<file path="src/rtl/pshuf_pkg.sv">
package pshuf_pkg;
    localparam int unsigned ELEM_W     = 32;
    localparam int unsigned LANE_ELEMS = 4;
    localparam int unsigned SEL_W      = $clog2(LANE_ELEMS);
    localparam int unsigned LANE_W     = ELEM_W * LANE_ELEMS;
    localparam int unsigned IMM_W      = SEL_W * LANE_ELEMS;

    typedef logic [SEL_W-1:0]  sel_t;
    typedef logic [LANE_W-1:0] lane_t;
endpackage

</file>
<file path="src/rtl/pshuf_sel_gen.sv">
module pshuf_sel_gen
    import pshuf_pkg::*;
#(
    parameter int unsigned LANES = 2
) (
    input  logic                                  mode_var,
    input  logic [IMM_W-1:0]                      imm,
    input  logic [LANES*LANE_W-1:0]               ctrl,
    output logic [LANES*LANE_ELEMS*SEL_W-1:0]     sel_flat
);
    localparam int unsigned N_ELEMS = LANES * LANE_ELEMS;

    for (genvar j = 0; j < N_ELEMS; j++) begin : g_sel
        localparam int unsigned FIELD = j % LANE_ELEMS;
        sel_t imm_sel;
        sel_t var_sel;
        always_comb begin
            imm_sel = imm[FIELD*SEL_W +: SEL_W];
            var_sel = ctrl[j*ELEM_W +: SEL_W];
            sel_flat[j*SEL_W +: SEL_W] = mode_var ? var_sel : imm_sel;
        end
    end
endmodule

</file>
<file path="src/rtl/pshuf_lane.sv">
module pshuf_lane
    import pshuf_pkg::*;
(
    input  lane_t                        src,
    input  logic [LANE_ELEMS*SEL_W-1:0]  sel,
    output lane_t                        dst
);
    for (genvar k = 0; k < LANE_ELEMS; k++) begin : g_elem
        sel_t s;
        always_comb begin
            s = sel[k*SEL_W +: SEL_W];
            dst[k*ELEM_W +: ELEM_W] = src[s*ELEM_W +: ELEM_W];
        end
    end
endmodule

</file>
<file path="src/rtl/pshuf_unit.sv">
module pshuf_unit
    import pshuf_pkg::*;
#(
    parameter int unsigned LANES = 2
) (
    input  logic                     clk,
    input  logic                     rst,
    input  logic                     in_valid,
    input  logic                     mode_var,
    input  logic                     len_full,
    input  logic [IMM_W-1:0]         imm,
    input  logic [LANES*LANE_W-1:0]  src,
    input  logic [LANES*LANE_W-1:0]  ctrl,
    output logic                     out_valid,
    output logic [LANES*LANE_W-1:0]  result
);
    localparam int unsigned DATA_W  = LANES * LANE_W;
    localparam int unsigned SEL_ALL = LANES * LANE_ELEMS * SEL_W;
    localparam int unsigned LOW_LANES = (LANES > 1) ? LANES / 2 : 1;

    typedef struct packed {
        logic              vld;
        logic [DATA_W-1:0] res;
    } state_t;

    state_t state_d, state_q;
    logic [SEL_ALL-1:0] sel_all;
    logic [DATA_W-1:0]  shuf;

    pshuf_sel_gen #(.LANES(LANES)) u_sel (
        .mode_var (mode_var),
        .imm      (imm),
        .ctrl     (ctrl),
        .sel_flat (sel_all)
    );

    for (genvar l = 0; l < LANES; l++) begin : g_lane
        lane_t lane_out;
        pshuf_lane u_lane (
            .src (src[l*LANE_W +: LANE_W]),
            .sel (sel_all[l*LANE_ELEMS*SEL_W +: LANE_ELEMS*SEL_W]),
            .dst (lane_out)
        );
        if (l < LOW_LANES) begin : g_low
            assign shuf[l*LANE_W +: LANE_W] = lane_out;
        end else begin : g_high
            assign shuf[l*LANE_W +: LANE_W] = len_full ? lane_out : '0;
        end
    end

    always_comb begin
        state_d     = state_q;
        state_d.vld = in_valid;
        if (in_valid) begin
            state_d.res = shuf;
        end
    end

    always_ff @(posedge clk) begin
        if (rst) begin
            state_q <= '0;
        end else begin
            state_q <= state_d;
        end
    end

    assign out_valid = state_q.vld;
    assign result    = state_q.res;


    valid_rise_chk: assert property (@(posedge clk) disable iff (rst)
        in_valid |=> out_valid);


    valid_fall_chk: assert property (@(posedge clk) disable iff (rst)
        !in_valid |=> !out_valid);


    result_hold_chk: assert property (@(posedge clk) disable iff (rst)
        (!in_valid && !$past(rst)) |=> $stable(result) || $past(rst));


    upper_zero_chk: assert property (@(posedge clk) disable iff (rst)
        (in_valid && !len_full) |=> result[DATA_W-1:LOW_LANES*LANE_W] == '0);


    identity_chk: assert property (@(posedge clk) disable iff (rst)
        (in_valid && !mode_var && len_full && imm == 8'hE4) |=> result == $past(src));
endmodule

</file>
<file path="config.mk">
export PLATFORM = sky130hd
export DESIGN_NAME = pshuf_unit
export DESIGN_NICKNAME = d
export VERILOG_FILES = /design/src/rtl/pshuf_pkg.sv /design/src/rtl/pshuf_sel_gen.sv /design/src/rtl/pshuf_lane.sv /design/src/rtl/pshuf_unit.sv
export SDC_FILE = /design/constraint.sdc
export NUM_CORES = 1
export LEC_CHECK = 0
export BUFFER_PORTS_ARGS = -buffer_cell sky130_fd_sc_hd__clkbuf_2
export CAP_MARGIN = 10
export CORE_AREA = 2 2 306 308
export DETAILED_ROUTE_END_ITERATION = 12
export DIE_AREA = 0 0 308 310
export PLACE_DENSITY = 0.34
export SLEW_MARGIN = 25
export SYNTH_ARGS = -nofsm -noshare
export SYNTH_HDL_FRONTEND = slang
export SYNTH_SLANG_ARGS = --single-unit
</file>
<file path="constraint.sdc">
create_clock -name clk -period 2.13 [get_ports clk]
set_input_delay 0.426 -clock clk [delete_from_list [all_inputs] [get_ports clk]]
set_output_delay 0.426 -clock clk [all_outputs]
set_load 0.01 [all_outputs]
</file>
==> out/qor.csv <==
metric,value,unit
critPathMaxFanout,2,
hold_violations,0,
fp.coreArea,92490,sq um
cts_tree,built,
final_max_slew_viol_count,0,
grt_pass1_wl,114300,microns
place.gp.congestion,0.8383,
dr.first_iter.drc_count,779,
setup_viol,0,
start_kind,register,
hpwlAfterDp,59410,microns
cts_resized,0,
worstHoldPathType,input pin to register,
port_buffers,541,
grtUsageTotal,16.28,%
p_leak,9.850,nW
slew_headroom,62.01,%
critPathMaxStageDelay,0.46,ns
die_w,308,microns
first_pass_iters,5,
clock_path_buffers,3,
status,"complete, no violations",
final.setup_skew,0,ns
synth_cell_type_count,18,
drive_above_1_share,36.43,%
cts.reportedPaths.clkPinSlew,0.06,ns
post_drt_wl_per_cell,24.74,microns
max_clock_freq,0.6105,GHz
period_minus_slack,1.638,ns
fin_nets,2540,
vias,14740,
power_density,740.0,nW/um^2
final_common_cell,clkbuf_2,
netlist_instances,1457,
numCtsBuffers,39,
worstSkewPairLatency,0.56,ns
setup_tns,0,ns
drc,0,
grt_pass1_vias,15530,
via_per_inst,4.534,
cts_root_buffer,clkbuf_16,
antenna_found_initial,35,
tightestPinTransition,0.5698,ns
synthTopCellsByArea,"mux2i_1, dfxtp_1, o221ai_1",
yosysWarnings,0,
die_y,310,microns
initial_utilization,15.66,%
peakVddDrop,0.4669,mV
synth_seq_cells,257,
rsz0062_at_grt,no,
ant_nets,0,
arrival,1.21,ns
syn_area,14490,sq um
timing.final.crit_share,76.90,%
synth_top_area_cell,mux2i_1,
ioPinCount,782,
required,1.70,ns
yosysSeqAreaShare,35.52,%
path_cells,clkbuf_2,
syn_to_final_growth,44.84,%
crit_family,flip-flops,
cts_setup_buffers,0,
cpMaxStageDelayCell,dfxtp_1,
dpl-instance-area,19670,sq um
end_kind,primary output,
synth_nets,1982,
rows,112,
mostFrequentLayoutCells,"clkbuf_2, mux2i_1, nand2_1, dfxtp_1, o221ai_1",
h-tree-depth,2,
avgSynthCellArea,9.942,sq um
overflow,0,
netlist.area_leader.share,35.93,%
crit_type,register to primary output,
crit_buf_inv,1,
die_area,95480,sq um
stdcell_area,20980,sq um
cts_sinks,257,
wirelength,80430,microns
cap_viol_max_count,0,
cts_hold_buffers,0,
grt_start_max_net_pins,90,
[layout make-up]
cell class	count	area (sq um)
fill	10130	71510
multi-input combinational	1059	8781
sequential	257	5145
timing repair buffer	658	4249
tap	1197	1498
clock buffer	60	1175
clock inverter	8	102.6
antenna	12	30.03
[power by group]
part	leakage (nW)	total (mW)	internal (mW)	switching, mW
Combinational	7.12	3.49	1.54	1.96
Clock	0.623	6.63	4.02	2.61
Sequential	2.11	5.40	5.17	0.226
[metrics by stage]
step | cells | hold WS, ns | util [%] | power, mW | worst slack (ns)
finish | 3251 | 0.2120 | 22.68 | 15.53 | 0.4920
detailed placement | 3171 | 0.4463 | 21.27 | 9.034 | -0.02458
global placement | 3171 | 0.4446 | 21.27 | 9.003 | 0.007920
global route | 3245 | 0.1988 | 22.67 | 16.27 | 0.4182
floorplan | 1457 | 0.5027 | - | 7.185 | 0.2869
CTS | 3239 | 0.1692 | 22.65 | 15.83 | 0.4482
[logic make-up (layout without fill, tap and decap cells)]
group / count (synthesis) / in the layout / share of synthesized area, %
and+or+nand+nor: 275 / 275 / 7.489
AOI/OAI and AO/OA: 256 / 256 / 15.57
DFF: 257 / 257 / 35.52
buffers and inverters: 141 / 726 / 4.846
muxes: 528 / 528 / 36.58
other: 0 / 12 / 0
[state kept, by name (all words and copies together) (netlist names)]
register and cells:
result 256, out_valid 1
[path summary, 6_finish.rpt]
path	from	end	slack, ns	cells past startpoint
worst min-delay path	src[63]	result[127]$_SDFFE_PP0P_	0.21	3
worst max-delay path	result[23]$_SDFFE_PP0P_	result[23]	0.49	1
worst min register to register	result[175]$_SDFFE_PP0P_	result[175]$_SDFFE_PP0P_	0.46	2
worst max register to register	result[23]$_SDFFE_PP0P_	result[23]$_SDFFE_PP0P_	1.43	2
[routing by layer]
layer | track usage [%] | vias to the layer above | routed length (microns)
li1 | - | 6753 | -
met5 | 0 | - | 172
met2 | 26.16 | 609 | 35950
met3 | 8.037 | 132 | 9278
met1 | 19.16 | 7219 | 33130
met4 | 4.470 | 28 | 1900
[cell usage after synthesis]
cell       number
mux2i_1       520
nand2_1       264
dfxtp_1       257
o221ai_1      254
clkbuf_1       73
buf_2          36
buf_4          24
mux2_1          7
buf_6           5
or3b_1          4
buf_1           3
nand4bb_1       3
o221ai_2        2
and3b_1         1
mux2_4          1
nand2b_1        1
nor2_1          1
nor2b_1         1
No activity file was read; power rests on OpenSTA's default activity.
